===== config.mk =====
export PLATFORM = sky130hd
export DESIGN_NAME = standby_wake_ctrl
export DESIGN_NICKNAME = d
export VERILOG_FILES = /design/src/rtl/stby_pkg.sv /design/src/rtl/stby_warm.sv /design/src/rtl/stby_hold.sv /design/src/rtl/stby_seq.sv /design/src/rtl/standby_wake_ctrl.sv
export SDC_FILE = /design/constraint.sdc
export NUM_CORES = 1
export LEC_CHECK = 0
export CAP_MARGIN = 10
export CORE_MARGIN = 2
export CORE_UTILIZATION = 40
export DETAILED_ROUTE_END_ITERATION = 16
export GPL_ROUTABILITY_DRIVEN = 0
export PLACE_DENSITY = 0.76
export RECOVER_POWER = 100
export SETUP_SLACK_MARGIN = 0.3
export SLEW_MARGIN = 30
export SYNTH_ARGS = -nofsm -noshare
export SYNTH_HDL_FRONTEND = slang
export SYNTH_HIERARCHICAL = 1
export SYNTH_SLANG_ARGS = --single-unit

===== constraint.sdc =====
create_clock -name clk -period 2.7 [get_ports clk]
set_input_delay 0.54 -clock clk [delete_from_list [all_inputs] [get_ports clk]]
set_output_delay 0.54 -clock clk [all_outputs]
set_load 0.1 [all_outputs]

===== src/rtl/stby_pkg.sv =====
package stby_pkg;
  typedef enum logic [1:0] {
    MODE_RUN   = 2'b00,
    MODE_IDLE2 = 2'b01,
    MODE_IDLE1 = 2'b10,
    MODE_STOP  = 2'b11
  } stby_mode_e;

  typedef enum logic [1:0] {
    ST_ACTIVE,
    ST_ENTER,
    ST_HALT,
    ST_WARM
  } stby_state_e;

  typedef struct packed {
    logic cpu;
    logic bus;
    logic per;
    logic osc;
  } clk_en_t;

  function automatic logic is_deep(stby_mode_e m);
    return m[1];
  endfunction

  // enables seen in each sequencer state
  function automatic clk_en_t state_mask(stby_state_e s, stby_mode_e m);
    clk_en_t r;
    r = clk_en_t'(4'b1111);
    if (s == ST_WARM) r = clk_en_t'(4'b0001);
    else if (s == ST_HALT) begin
      case (m)
        MODE_RUN:   r = clk_en_t'(4'b0111);
        MODE_IDLE2: r = clk_en_t'(4'b0011);
        MODE_IDLE1: r = clk_en_t'(4'b0001);
        default:    r = clk_en_t'(4'b0000);
      endcase
    end
    return r;
  endfunction
endpackage


===== src/rtl/stby_warm.sv =====
module stby_warm #(
  parameter int WARM_W = 16
) (
  input  logic              clk,
  input  logic              rst,
  input  logic              load,
  input  logic [WARM_W-1:0] load_val,
  output logic              done
);
  logic [WARM_W-1:0] cnt_q;

  always_ff @(posedge clk) begin
    if (rst)              cnt_q <= '0;
    else if (load)        cnt_q <= load_val;
    else if (cnt_q != '0) cnt_q <= cnt_q - 1'b1;
  end

  assign done = (cnt_q == '0);

  // a loaded count only moves down by one per cycle
  assert_warm_down_R8: assert property (@(posedge clk) disable iff (rst)
    (!load && cnt_q != '0) |=> (cnt_q == $past(cnt_q) - 1'b1));
endmodule


===== src/rtl/stby_hold.sv =====
module stby_hold #(
  parameter int PRIO_W = 4
) (
  input  logic              clk,
  input  logic              rst,
  input  logic              cap_en,
  input  logic [PRIO_W-1:0] cap_prio,
  input  logic              rel_en,
  input  logic [PRIO_W-1:0] rel_prio,
  input  logic              clr,
  output logic              held_valid,
  output logic [PRIO_W-1:0] held_prio,
  output logic [PRIO_W-1:0] wake_prio,
  output logic              held_first
);
  always_ff @(posedge clk) begin
    if (rst) begin
      held_valid <= 1'b0;
      held_prio  <= '0;
      wake_prio  <= '0;
      held_first <= 1'b0;
    end else begin
      if (clr) begin
        held_valid <= 1'b0;
        held_prio  <= '0;
        held_first <= 1'b0;
      end
      if (cap_en) begin
        held_valid <= 1'b1;
        if (!held_valid || cap_prio > held_prio) held_prio <= cap_prio;
      end
      if (rel_en) begin
        wake_prio  <= rel_prio;
        held_first <= held_valid && (held_prio >= rel_prio);
      end
    end
  end

  // a held request only leaves through a wake
  assert_held_kept_R5: assert property (@(posedge clk) disable iff (rst)
    (held_valid && !clr) |=> held_valid);
  assert_first_needs_held_R9: assert property (@(posedge clk) disable iff (rst)
    held_first |-> held_valid);
endmodule


===== src/rtl/stby_seq.sv =====
module stby_seq
  import stby_pkg::*;
#(
  parameter int ENTRY_CYC = 3
) (
  input  logic       clk,
  input  logic       rst,
  input  logic       halt_req,
  input  stby_mode_e halt_mode,
  input  logic       deep_evt,
  input  logic       any_evt,
  input  logic       warm_done,
  output logic       warm_load,
  output logic       cap_en,
  output logic       rel_en,
  output stby_mode_e mode_o,
  output clk_en_t    clk_en,
  output logic       halted,
  output logic       wake_pulse
);
  localparam int ENT_W = $clog2(ENTRY_CYC + 1);

  stby_state_e      st_q, st_d;
  stby_mode_e       mode_q, mode_d;
  logic [ENT_W-1:0] ent_q, ent_d;
  logic             go;
  logic             wake_ev;

  assign wake_ev = is_deep(mode_q) ? deep_evt : any_evt;

  always_comb begin
    st_d      = st_q;
    mode_d    = mode_q;
    ent_d     = ent_q;
    go        = 1'b0;
    warm_load = 1'b0;
    cap_en    = 1'b0;
    rel_en    = 1'b0;
    case (st_q)
      ST_ACTIVE: if (halt_req) begin
        st_d   = ST_ENTER;
        mode_d = halt_mode;
        ent_d  = '0;
      end
      ST_ENTER: begin
        cap_en = is_deep(mode_q) && deep_evt;
        if (!is_deep(mode_q) && any_evt) begin
          st_d   = ST_ACTIVE;
          rel_en = 1'b1;
          go     = 1'b1;
        end else if (ent_q == ENT_W'(ENTRY_CYC - 1)) st_d = ST_HALT;
        else ent_d = ent_q + 1'b1;
      end
      ST_HALT: if (wake_ev) begin
        rel_en = 1'b1;
        if (mode_q == MODE_STOP) begin
          st_d      = ST_WARM;
          warm_load = 1'b1;
        end else begin
          st_d = ST_ACTIVE;
          go   = 1'b1;
        end
      end
      default: if (warm_done) begin
        st_d = ST_ACTIVE;
        go   = 1'b1;
      end
    endcase
  end

  always_ff @(posedge clk) begin
    if (rst) begin
      st_q       <= ST_ACTIVE;
      mode_q     <= MODE_RUN;
      ent_q      <= '0;
      clk_en     <= clk_en_t'(4'b1111);
      halted     <= 1'b0;
      wake_pulse <= 1'b0;
    end else begin
      st_q       <= st_d;
      mode_q     <= mode_d;
      ent_q      <= ent_d;
      clk_en     <= state_mask(st_d, mode_d);
      halted     <= (st_d == ST_HALT);
      wake_pulse <= go;
    end
  end

  assign mode_o = mode_q;

  assert_pulse_single_R11: assert property (@(posedge clk) disable iff (rst)
    wake_pulse |=> !wake_pulse);
  assert_wake_runs_cpu_R7: assert property (@(posedge clk) disable iff (rst)
    wake_pulse |-> (clk_en.cpu && !halted));
  assert_entry_keeps_clocks_R2: assert property (@(posedge clk) disable iff (rst)
    (st_q == ST_ENTER) |-> (clk_en == clk_en_t'(4'b1111)));
endmodule


===== src/rtl/standby_wake_ctrl.sv =====
module standby_wake_ctrl
  import stby_pkg::*;
#(
  parameter int ENTRY_CYC = 3,
  parameter int WARM_W    = 16,
  parameter int LVL_W     = 3
) (
  input  logic              clk,
  input  logic              rst,
  input  logic              halt_req,
  input  logic [1:0]        halt_mode,
  input  logic [WARM_W-1:0] warm_count,
  input  logic              nmi_evt,
  input  logic              int0_evt,
  input  logic [LVL_W-1:0]  int0_lvl,
  input  logic              irq_evt,
  input  logic [LVL_W-1:0]  irq_lvl,
  output logic              cpu_clk_en,
  output logic              bus_clk_en,
  output logic              periph_clk_en,
  output logic              osc_en,
  output logic              halted,
  output logic              wake_pulse,
  output logic [LVL_W:0]    wake_prio,
  output logic              held_valid,
  output logic [LVL_W:0]    held_prio,
  output logic              held_first
);
  localparam int            PRIO_W = LVL_W + 1;
  localparam logic [LVL_W:0] NMI_P = PRIO_W'(1) << LVL_W;

  logic [PRIO_W-1:0] deep_p, any_p, rel_p;
  logic              deep_evt, any_evt;
  logic              warm_load, warm_done, cap_en, rel_en;
  stby_mode_e        mode_q;
  clk_en_t           en;

  assign deep_evt = nmi_evt | int0_evt;
  assign any_evt  = deep_evt | irq_evt;

  always_comb begin
    deep_p = '0;
    if (nmi_evt)       deep_p = NMI_P;
    else if (int0_evt) deep_p = {1'b0, int0_lvl};
    any_p = deep_p;
    if (irq_evt && {1'b0, irq_lvl} > any_p) any_p = {1'b0, irq_lvl};
  end

  assign rel_p = is_deep(mode_q) ? deep_p : any_p;

  stby_seq #(.ENTRY_CYC(ENTRY_CYC)) u_seq (
    .clk(clk), .rst(rst), .halt_req(halt_req),
    .halt_mode(stby_mode_e'(halt_mode)),
    .deep_evt(deep_evt), .any_evt(any_evt), .warm_done(warm_done),
    .warm_load(warm_load), .cap_en(cap_en), .rel_en(rel_en),
    .mode_o(mode_q), .clk_en(en), .halted(halted), .wake_pulse(wake_pulse)
  );

  stby_warm #(.WARM_W(WARM_W)) u_warm (
    .clk(clk), .rst(rst), .load(warm_load), .load_val(warm_count),
    .done(warm_done)
  );

  stby_hold #(.PRIO_W(PRIO_W)) u_hold (
    .clk(clk), .rst(rst), .cap_en(cap_en), .cap_prio(deep_p),
    .rel_en(rel_en), .rel_prio(rel_p), .clr(wake_pulse),
    .held_valid(held_valid), .held_prio(held_prio),
    .wake_prio(wake_prio), .held_first(held_first)
  );

  assign cpu_clk_en    = en.cpu;
  assign bus_clk_en    = en.bus;
  assign periph_clk_en = en.per;
  assign osc_en        = en.osc;

  assert_osc_gates_all_R3: assert property (@(posedge clk) disable iff (rst)
    !osc_en |-> !(cpu_clk_en || bus_clk_en || periph_clk_en));
  assert_held_deep_only_R5: assert property (@(posedge clk) disable iff (rst)
    held_valid |-> is_deep(mode_q));
  assert_stop_exit_warm_R8: assert property (@(posedge clk) disable iff (rst)
    ($fell(halted) && mode_q == MODE_STOP) |-> (!cpu_clk_en && osc_en));
endmodule


**Word-level counts from Yosys, hierarchy flattened**

Index checks and enable logic that the tools add are counted.

- Flip-flop bits (word level): 38
- Input bits: 30
- Word-level logic and storage cells: 90

- $add $sub $neg: 2
- Order comparisons: 3
- Equality and inequality tests: 11
- Mux-type cells: 40
- Bitwise gates (word level): 3
- Reduce and logical (&&, ||, !) cells: 17

Operators with widths:

| cell | count |
|---|---|
| 16-bit two-way mux | 2 |
| 4-bit two-way mux | 8 |
| 2-bit two-way mux | 11 |
| 16-bit logical NOT | 1 |
| 16-bit nonzero test | 1 |
| 16-bit by 1-bit subtractor with 16-bit output (second input constant) | 1 |
| 1-bit two-way mux | 13 |
| 2-bit == test (second input constant) | 6 |
| 3-bit one-hot mux with 3 select lines | 1 |
| 2-bit nonzero test | 4 |
| 2-bit != test (second input constant) | 3 |
| 2-bit one-hot mux with 3 select lines | 1 |
| 2-bit by 1-bit == test with 1-bit output (second input constant) | 2 |
| 4-bit >= comparator | 1 |
| 3-bit by 4-bit > comparator with 1-bit output | 1 |
| 4-bit > comparator | 1 |
| 1-bit logical AND | 4 |
| 2-bit logical NOT | 2 |
| 2-bit one-hot mux with 2 select lines | 1 |
| 4-bit AND reduction | 1 |
| 3-bit two-way mux | 1 |
| 1-bit one-hot mux with 3 select lines | 1 |
| 3-bit OR reduction | 1 |
| 2-bit by 1-bit adder with 2-bit output (second input constant) | 1 |
| other kinds (5) | 7 |

**Longest topological paths before layout**

Gate-level depths: netlist of the first run.

- Depth in word-level cells: 9
- Gate-level depth with buffers: 12

**By module**

Netlist of the first run, hierarchy kept.

By module, submodules not included:

| module | instances | cells an instance | area an instance (sq um) | sequential area each (sq um) |
|---|---|---|---|---|
| stby_warm | 1 | 116 | 964.7 | 320.3 |
| stby_seq | 1 | 68 | 633.1 | 240.2 |
| stby_hold | 1 | 67 | 608.1 | 200.2 |
| standby_wake_ctrl | 1 | 22 | 165.2 | 0.0 |

**Worst setup path after synthesis of the first run**

No wires, ideal clock.

- Path kind: reg-to-reg
- From: reg u_warm.cnt_q[0]
- To: reg u_seq/clk_en[0] (netlist name)
- Library setup time: 0.134 ns
- Data arrival time: 2.518 ns
- Setup slack: 0.048 ns
- Stages on the path, launching flop included: 9
- Period minus slack after synthesis: 2.652 ns
- Cell sequence: dfxtp_1 -> inv_1 -> ha_1 -> or3b_2 -> or4_4 -> nor2_1 -> o21ai_0 -> o221a_2 -> or4b_1

- Cells in the longest elaborated chain, start to end: 6
- Elaborated cells between the ends (all ways): 7
- Classes of those cells: eq/ne: 2; mux: 2; bitwise: 1; reduce/logical: 2

RTL lines:

| item | line | RTL |
|---|---|---|
| start: declaration | stby_warm.sv:10 | `logic [WARM_W-1:0] cnt_q;` |
| start signal: assignment | stby_warm.sv:14 | `else if (load) cnt_q <= load_val;` |
| start signal: assignment | stby_warm.sv:15 | `else if (cnt_q != '0) cnt_q <= cnt_q - 1'b1;` |
| 16-bit logical NOT (*) | stby_warm.sv:18 | `assign done = (cnt_q == '0);` |
| net warm_done | standby_wake_ctrl.sv:34 | `logic warm_load, warm_done, cap_en, rel_en;` |
| 2-bit two-way mux (*) | stby_seq.sv:64 | `default: if (warm_done) begin` |
| 2-bit one-hot mux with 3 select lines (*) | stby_seq.sv:39 | `case (st_q)` |
| 2-bit == test | stby_pkg.sv:32 | `else if (s == ST_HALT) begin` |
| 1-bit inverter (no line) | -- |  |
| 3-bit OR reduction (no line) (*) | -- |  |
| end signal: assignment | stby_seq.sv:76 | `clk_en <= clk_en_t'(4'b1111);` |
| end signal: assignment | stby_seq.sv:83 | `clk_en <= state_mask(st_d, mode_d);` |
| end: declaration | stby_seq.sv:17 | `output clk_en_t clk_en,` |

The timed path passes the listed nets; every way through them passes the cells marked *.
A chain may end at the register's enable or synchronous reset.

**Final worst setup path of the first run**

Ends and elaborated chain as after synthesis.

==> flow_summary_export.csv, run 1 <==
group,metric,value,unit
outcome,outcome,"completed",
die,die_w,81.0,microns
drt,wl,5920,microns
worst_setup_path,cp_cell_sequence,"inv_2 -> ha_4 -> or3b_4 -> or4_1 -> nor2_4 -> o21ai_1 -> o221a_2 -> or4b_1",
die,die-height,81.0,microns
worst_setup_path,slowest_stage,"or4_1",
worst_setup_path,r2r_slack,0.21,ns
worst_setup_path,crit_path_start_kind,"flop",
timing,final-max-slew-violation-count,0,
timing,timing.fmax,402,MHz
cts,cts.sinks,38,
layout,final_net_count,388,
layout,diodes,0,
timing,fin_skew,0.00768,ns
timing,tightestPinTransition,1.18,ns
cts,root_buffer,"clkbuf_8",
timing,finalCriticalPeriod,2.49,ns
timing,timing.final.crit_share,92.2,%
timing,hold_viol,0,
global_route,grt_pass1_wl,9650,microns
run,drv_cap,0,
global_route,grt_usage,18.8,%
logic_synthesis,synthTopCellsByCount,"dfxtp_1 (38), nand2_1 (28), inv_1 (23)",
cts,clk_path_buf_depth,2,
cts,cts_inserted_buffers,5,
worst_setup_path,crit_path_max_fanout,4,
worst_setup_path,crit_required,2.86,ns
die,die_area,6560,sq um
hold_path,hold_class,"reg -> reg",
pwr,max-vdd-ir-drop,0.000348,V
die,ios,46,
logic_synthesis,synth-edff-count,0,
cts,clock_latency,0.29,ns
timing,fin_ws,0.211,ns
drt,post_drt_wl_per_cell,14.2,microns
pwr,power_density,639,nW/um^2
global_route,grt_pass1_vias,2144,
layout,fin_area,3120,sq um
layout,drive_gt1_share,19.3,%
pwr,power_leakage,0.00117,uW
layout,area_growth_syn_to_layout,31.6,%
logic_synthesis,synth_top_area_share,32.1,%
layout,final_cells,417,
timing,slew_headroom,21.9,%
logic_synthesis,mappedNetlistArea,2370,sq um
logic_synthesis,syn_avg_cell_area,8.69,sq um
timing,hold_slack,0.482,ns
worst_setup_path,timing_worst_setup_path_type,"reg -> reg",
cts,clk_pin_slew,0.07,ns
drt,first_iter_violations,58,
cts,tritoncts,"done",
drt,via_per_inst,5.31,
worst_setup_path,end_kind,"flop",
drt,drc,0,
placement,hpwlAfterDp,4290,microns
worst_setup_path,cp.arrival,2.65,ns
logic_synthesis,yosysTopAreaCell,"dfxtp_1",
logic_synthesis,syn_inst,273,
drt,detail-route-antenna-nets,0,
global_route,grt_antenna_before_repair,0,
logic_synthesis,synthTopCellsByArea,"dfxtp_1 (32%), ha_1 (9.0%), mux2i_1 (5.1%), nand2_1 (4.4%), inv_1 (3.6%)",
die,core-area,5820,sq um
cts,cts_max_level,2,
logic_synthesis,synth.distinct_cells,60,
timing,finalSetupViolCount,0,
logic_synthesis,synth_seq_area_share,32.1,%
timing,setup_tns,0,ns
placement,dpl_cell_area,3000,sq um
logic_synthesis,synth-main-ff-cell,"dfxtp_1",
timing,grt_setup_unrepaired,"true",
logic_synthesis,synth.most_common_cell,"dfxtp_1",
drt,vias,2215,
die,start_util,40.8,%
placement,dpl_worst_slack,-0.428,ns
cts,cts_hold_buffers,0,
die,std_cell_rows,28,
logic_synthesis,synthArstFlopShare,0,%
logic_synthesis,synth_nets,320,
placement,placed_cells,404,
worst_setup_path,max_stage_delay,0.56,ns
placement,io_buffers,45,
logic_synthesis,yosysWarnings,6,
global_route,grt_start_max_net_pins,26,
logic_synthesis,synth-seq-cells,38,
global_route,overflow,0,
drt,first_pass_iters,4,
[cells by family (layout without fill, tap and decap cells)]
kind of cell,count (synthesis),in the layout,synth area share (%)
adder cells (fa/ha/maj),17,17,8.97
XOR/XNOR,9,9,3.32
AND/OR/NAND/NOR,103,103,25.2
flip-flops,38,38,32.1
multiplexers,15,15,6.49
buffers and inverters,31,100,5.80
AO/OA/AOI/OAI,60,60,18.1
[stage by stage]
stage,power [uW],util [%]
4_1_cts,2020,55.0
3_5_place_dp,1520,51.6
3_3_place_gp,1500,51.6
5_1_grt,2130,53.6
6_report,1990,53.6
2_1_floorplan,1330,-
[layer usage]
metal  track usage [%]  vias to the layer above  routed length, microns
met5                 0                        -                       0
li1                  -                     1121                       -
met3              3.44                        2                     200
met1              22.1                     1048                    2700
met4              5.42                        0                      42
met2              34.7                       44                    2970
[flip-flops by register name, summed over array words and instances, names as in the netlist]
register and cells:
u_seq/ent_q 2, u_hold/wake_prio 4, u_hold/held_prio 4, u_hold/held_valid 1
u_seq/wake_pulse 1, u_hold/held_first 1, u_seq/st_q 2, u_seq/clk_en 4
u_warm/cnt_q 16, u_seq/halted 1, u_seq/mode_o 2
[cell type report]
cell class,instances,area [sq um]
Clock buffer,7,86.3
Multi-Input combinational cell,204,1580
Clock inverter,1,5.00
Tap cell,75,93.8
Inverter,23,86.3
Sequential cell,38,762
Fill cell,569,2700
Timing Repair Buffer,69,507
[worst max-delay path: cells and delay by family (launching register included)]
| family | cells | cell delay, ns |
|---|---|---|
| and+or+nand+nor | 4 | 1.61 |
| adders and majority gates | 1 | 0.12 |
| AOI/OAI and AO/OA | 2 | 0.22 |
| DFF | 1 | 0.34 |
| buffers and inverters | 1 | 0.08 |
[repair_timing]
action | in CTS | in global routing
pin swaps | 20 | 8
endpoints found under the setup margin | 24 | 6
buffers inserted | 5 | 0
resized for setup | 35 | 6
[worst paths after layout]
| path | depth (start not counted) | start | endpoint |
|---|---|---|---|
| setup / recovery | 8 | u_warm/cnt_q[0] | u_seq/clk_en[0] |
| hold / removal | 2 | u_seq/ent_q[1] | u_seq/ent_q[1] |
| setup reg to reg | 8 | u_warm/cnt_q[0] | u_seq/clk_en[0] |
| hold reg to reg | 2 | u_seq/ent_q[1] | u_seq/ent_q[1] |
[layout by cell type, fill, tap and decap left out, types with 3 or more instances in the layout]
| cell type | n |
|---|---|
| dfxtp_1 | 37 |
| nand2_1 | 25 |
| clkbuf_1 | 22 |
| inv_1 | 21 |
| clkdlybuf4s50_1 | 21 |
| buf_4 | 19 |
| nor2_1 | 14 |
| o21ai_0 | 14 |
| ha_1 | 12 |
| mux2i_1 | 12 |
| a21oi_1 | 11 |
| nor3_1 | 8 |
| xnor2_1 | 8 |
| nand3_1 | 6 |
| clkbuf_8 | 6 |
| dlygate4sd2_1 | 6 |
| nand2b_1 | 6 |
| or3_1 | 5 |
| ha_4 | 4 |
| nor2b_1 | 4 |
| o31ai_1 | 4 |
| nand2_2 | 3 |
| mux2_4 | 3 |
| nor3b_1 | 3 |
| nor2b_2 | 3 |
| o21ai_1 | 3 |
| a221oi_1 | 3 |
| or4_1 | 3 |
[where the power goes]
group          switching, uW  total [uW]  internal (uW)  leakage [uW]
registers               78.3         711            632      0.000310
clock network            202         409            206     0.0000482
logic                    441         875            434      0.000816
total                    721        1990           1270       0.00117
(Power assumes the default switching activity.)
==> inputs of run 2 (changes only) <==
--- a/config.mk
+++ b/config.mk
@@ -8,6 +8,7 @@
 export CAP_MARGIN = 10
 export CORE_MARGIN = 2
 export CORE_UTILIZATION = 40
+export CTS_BUF_LIST = sky130_fd_sc_hd__clkbuf_16
 export DETAILED_ROUTE_END_ITERATION = 16
 export GPL_ROUTABILITY_DRIVEN = 0
 export PLACE_DENSITY = 0.76
==> run 2 against run 1 <==
Non-clock buffer count is the same. Routed wire length grew 2.9%. Critical path type unchanged. Sequential cell count is the same. Critical path depth is the same. Hold slack gained 0.0092 ns. Setup slack lost 0.044 ns. Register-to-register slack lost 0.04 ns. Fmax shrank 1.7%. Power grew 8.0%. Sequential power is essentially flat. Cell count is the same. Clock power grew 34%.
==> flow_summary_export.csv, run 2 (synthesized netlist as in run 1, its figures left out) <==
group,metric,value,unit
global_route,grt_start_max_net_pins,26,
pwr,comb_power_share,41.4,%
global_route,grt_pass1_wl,9940,microns
die,die_area,6560,sq um
layout,diodes,0,
timing,finalSetupViolCount,0,
pwr,internal_power,1410,uW
layout,area_growth_syn_to_layout,33.9,%
pwr,power_switching,746,uW
cts,cts_max_level,2,
layout,post-route-util,54.6,%
timing,finalCriticalPeriod,2.53,ns
drt,detail-route-antenna-nets,0,
pwr,max-vdd-ir-drop,0.000369,V
timing,hold_viol,0,
layout,drive_gt1_share,19.6,%
pwr,power_leakage,0.00120,uW
cts,cts.sinks,38,
timing,fin_ws,0.167,ns
worst_setup_path,crit_path_max_fanout,4,
cts,clock_latency,0.27,ns
die,die-height,81.0,microns
outcome,outcome,"completed",
cts,cts_inserted_buffers,5,
timing,timing.final.crit_share,93.8,%
drt,wl,6080,microns
worst_setup_path,r2r_slack,0.17,ns
die,ios,46,
layout,mostFrequentLayoutCell,"dfxtp_1",
timing,timing.fmax,395,MHz
worst_setup_path,crit_path_start_kind,"flop",
timing,final-max-slew-violation-count,0,
die,std_cell_rows,28,
layout,fill_cells,563,
timing,tightestPinTransition,1.18,ns
worst_setup_path,cp.arrival,2.68,ns
timing,setup_tns,0,ns
die,core-area,5820,sq um
worst_setup_path,crit_required,2.85,ns
drt,vias,2252,
cts,root_buffer,"clkbuf_16",
placement,io_buffers,45,
layout,largest_register_ffs,16,
placement,hpwlAfterDp,4290,microns
layout,top_register,"u_warm/cnt_q",
cts,clk_pin_slew,0.06,ns
global_route,overflow,0,
worst_setup_path,end_kind,"flop",
global_route,grt_usage,19.4,%
die,die_w,81.0,microns
pwr,power.share.clock,25.5,%
pwr,p_seq_share,33.1,%
drt,first_iter_violations,83,
drt,post_drt_wl_per_cell,14.6,microns
hold_path,hold_class,"reg -> reg",
run,drv_cap,0,
global_route,grt_pass1_vias,2216,
pwr,power.switching_fraction,34.6,%
layout,layout_common_cells,"dfxtp_1 (37), nand2_1 (25), inv_1 (22), clkdlybuf4s50_1 (21), clkbuf_1 (20)",
cts,tritoncts,"done",
timing,grt_setup_unrepaired,"true",
drt,first_pass_iters,4,
timing,slew_headroom,21.9,%
layout,final_net_count,388,
cts,clk_path_buf_depth,2,
worst_setup_path,timing_worst_setup_path_type,"reg -> reg",
placement,dpl_worst_slack,-0.428,ns
drt,drc,0,
drt,via_per_inst,5.40,
global_route,grt_antenna_before_repair,0,
timing,fin_skew,0.00565,ns
die,start_util,40.8,%
pwr,power_density,678,nW/um^2
[run 2: layer usage]
layer | vias up | GRT usage [%] | share of wire (%)
li1 | 1120 | - | -
met1 | 1072 | 22.7 | 44
met2 | 52 | 35.8 | 51
met3 | 8 | 3.78 | 3.7
met4 | 0 | 5.59 | 1.3
met5 | - | 0 | 0
[run 2: worst paths after layout]
| check | start | end | cells past startpoint |
|---|---|---|---|
| worst min register to register | u_seq/ent_q[1] | u_seq/ent_q[1] | 2 |
| worst max-delay path | u_warm/cnt_q[0] | u_seq/clk_en[0] | 8 |
| worst min-delay path | u_seq/ent_q[1] | u_seq/ent_q[1] | 2 |
| worst max register to register | u_warm/cnt_q[0] | u_seq/clk_en[0] | 8 |
[run 2: through the flow]
step / std cells / power (uW) / cell area, sq um / hold slack [ns]
4_1_cts: 417 / 2170 / 3250 / 0.492
2_1_floorplan: 273 / 1330 / 2410 / 0.447
3_5_place_dp: 404 / 1520 / 3000 / 0.473
6_report: 417 / 2150 / 3180 / 0.492
5_1_grt: 417 / 2300 / 3180 / 0.545
3_3_place_gp: 404 / 1500 / 3000 / 0.465
[run 2: critical path, cell delays in order, from the launching register on]
cell and delay [ns]:
dfxtp_1 0.33, inv_2 0.09, ha_4 0.12, or3b_4 0.38
or4_1 0.58, nor2_4 0.18, o21ai_1 0.09, o221a_2 0.14
or4b_1 0.50
[run 2: what timing repair did]
action,in CTS,in global routing
resized for setup,35,5
hold buffers,0,0
endpoints found under the hold margin,0,0
setup endpoints to repair,24,9
buffers inserted,5,0
pin swaps,20,7
[run 2: power by group through the flow]
stage | Clock, uW | Sequential, uW | Combinational [uW]
floorplan | 0 | 719 | 613
global placement | 0 | 717 | 785
detailed placement | 0 | 721 | 804
CTS | 568 | 711 | 890
global route | 595 | 724 | 978
finish | 549 | 714 | 892
[run 2: layout make-up]
cell class,count,area [sq um],share of cell area [%]
Multi-Input combinational cell,204,1590,49.9
Sequential cell,38,762,24.0
Timing Repair Buffer,69,510,16.1
Clock buffer,5,125,3.94
Tap cell,75,93.8,2.96
Inverter,23,86.3,2.72
Clock inverter,3,12.5,0.394
==> inputs of run 3 (changes only) <==
--- a/config.mk
+++ b/config.mk
@@ -13,6 +13,7 @@
 export GPL_ROUTABILITY_DRIVEN = 0
 export PLACE_DENSITY = 0.76
 export RECOVER_POWER = 100
+export REMOVE_ABC_BUFFERS = 1
 export SETUP_SLACK_MARGIN = 0.3
 export SLEW_MARGIN = 30
 export SYNTH_ARGS = -nofsm -noshare
==> run 3 against run 2 <==
Non-clock buffer count rose by 8. Sequential cell count did not move. Hold slack got worse by 0.0093 ns. Clock skew rose by 0.0023 ns. Register-to-register slack got worse by 0.03 ns. Highest routed layer unchanged. Critical path type is now in -> reg. Routed wire length rose by 6.2%.
==> flow_summary_export.csv, run 3 (synthesized netlist as in run 1, its figures left out) <==
group,metric,value,unit
timing,grt_setup_unrepaired,"true",
pwr,max-vdd-ir-drop,0.000387,V
drt,first_iter_violations,154,
pwr,internal_power,1420,uW
timing,timing.final.crit_share,98.9,%
worst_setup_path,max_stage_delay,0.37,ns
die,die-height,81.0,microns
cts,clock_latency,0.28,ns
cts,root_buffer,"clkbuf_16",
worst_setup_path,timing_worst_setup_path_type,"in -> reg",
layout,largest_register_ffs,16,
placement,io_buffers,45,
run,drv_cap,0,
layout,top_register,"u_warm/cnt_q",
pwr,p_seq_share,32.5,%
worst_setup_path,regToRegStartpoint,"u_warm/cnt_q[0]",
global_route,grt_antenna_before_repair,0,
layout,diodes,0,
timing,slew_headroom,21.5,%
timing,tightestPinTransition,1.18,ns
layout,mostFrequentLayoutCell,"dfxtp_1",
cts,clk_path_buf_depth,2,
drt,post_drt_wl_per_cell,15.2,microns
worst_setup_path,crit_required,2.90,ns
die,ios,46,
worst_setup_path,cp.arrival,2.87,ns
placement,hpwlAfterDp,4410,microns
timing,finalSetupViolCount,0,
worst_setup_path,crit_path_max_fanout,3,
cts,clk_pin_slew,0.06,ns
layout,final_net_count,396,
global_route,grt_pass1_vias,2265,
worst_setup_path,end_kind,"flop",
cts,cts_hold_buffers,0,
worst_setup_path,slowest_stage,"mux2_4",
drt,detail-route-antenna-nets,0,
global_route,grt_pass1_wl,10200,microns
drt,vias,2320,
outcome,outcome,"completed",
cts,cts.sinks,38,
worst_setup_path,crit_path_frequent_cell,"ha_4",
die,die_w,81.0,microns
pwr,comb_power_share,41.4,%
layout,drive_gt1_share,22.6,%
drt,drc,0,
cts,tritoncts,"done",
timing,hold_slack,0.482,ns
worst_setup_path,cp_cell_sequence,"buf_6 -> nor2b_4 -> clkbuf_4 -> and2_4 -> ha_4 -> nand3_2 -> nand3_1 -> mux2_4 -> ha_4 -> nand2b_4 -> a211oi_2 -> or3_4 -> a21oi_2",
global_route,grt_usage,20.0,%
die,start_util,40.8,%
global_route,grt_start_max_net_pins,15,
pwr,power_switching,750,uW
die,die_area,6560,sq um
worst_setup_path,startpoint,"nmi_evt",
worst_setup_path,crit_path_start_kind,"input pin",
pwr,power.switching_fraction,34.5,%
global_route,overflow,0,
die,std_cell_rows,28,
pwr,power.share.clock,26.0,%
hold_path,min_from,"u_seq/ent_q[1]",
die,core-area,5820,sq um
layout,layout_common_cells,"dfxtp_1 (35), buf_4 (25), nand2_1 (25), clkdlybuf4s50_1 (21), clkbuf_1 (20)",
timing,setup_tns,0,ns
drt,wl,6460,microns
hold_path,hold_class,"reg -> reg",
timing,final-max-slew-violation-count,0,
drt,via_per_inst,5.46,
cts,cts_inserted_buffers,5,
timing,timing.fmax,374,MHz
layout,area_growth_syn_to_layout,37.5,%
timing,hold_viol,0,
cts,cts_max_level,2,
drt,first_pass_iters,5,
timing,fin_skew,0.00793,ns
timing,finalCriticalPeriod,2.67,ns
pwr,power_leakage,0.00124,uW
pwr,power_density,666,nW/um^2
-- run 3: cell count changes in the layout (fill, tap and decap cells not counted), sizes merged --
| cell | before | now |
|---|---|---|
| clkinvlp | 0 | 1 |
| buf | 21 | 28 |
| clkbuf | 26 | 27 |
| inv | 24 | 23 |
-- run 3: timing repair --
item,CTS,global route
pin swaps,20,10
endpoints found under the setup margin,13,5
buffers inserted,8,1
gates resized for setup,48,15
cloned,0,0
-- run 3: power groups by stage --
stage | sequential, uW | combinational [uW] | clock, uW
CTS | 702 | 928 | 579
global placement | 709 | 829 | 0
floorplan | 718 | 562 | 0
detailed placement | 714 | 845 | 0
global route | 715 | 979 | 604
finish | 706 | 899 | 565
-- run 3: per-layer routing --
layer | vias up | track usage, % | routed length (microns) | part of all wire (%)
met1 | 1087 | 24.4 | 2710 | 42
met3 | 21 | 4.22 | 283 | 4.4
li1 | 1136 | - | - | -
met4 | 0 | 7.63 | 228 | 3.5
met5 | - | 0 | 0 | 0
met2 | 76 | 34.5 | 3240 | 50
-- run 3: layout make-up --
class                   instances  area [sq um]
fillers                       553          2560
multi-input cells             204          1600
flip-flops and latches         38           767
repair buffers                 77           574
clock buffers                   5           125
well taps                      75          93.8
inverters                      23          86.3
clock inverters                 3          16.3
-- run 3: final timing paths --
kind | slack (ns) | to | depth (start not counted)
setup / recovery | 0.03 | u_hold/held_first | 13
setup reg to reg | 0.14 | u_seq/clk_en[0] | 9
hold reg to reg | 0.48 | u_seq/ent_q[1] | 2
hold / removal | 0.48 | u_seq/ent_q[1] | 2
-- run 3: worst max-delay path, delay by kind of cell --
kind,cells,cell delay (ns)
and+or+nand+nor,6,0.98
buffers and inverters,2,0.27
adders and majority gates,2,0.47
AOI/OAI and AO/OA,2,0.24
muxes,1,0.37
-- run 3: per-stage QoR --
step,setup slack (ns),instance area (sq um),total power (uW),utilization (%),cells
2_1_floorplan,0.0479,2320,1280,-,265
3_3_place_gp,-0.455,3000,1540,51.5,408
3_5_place_dp,-0.557,3000,1560,51.5,408
4_1_cts,0.195,3330,2210,57.2,424
5_1_grt,-0.0164,3260,2300,56.0,425
6_report,0.0286,3260,2170,56.0,425
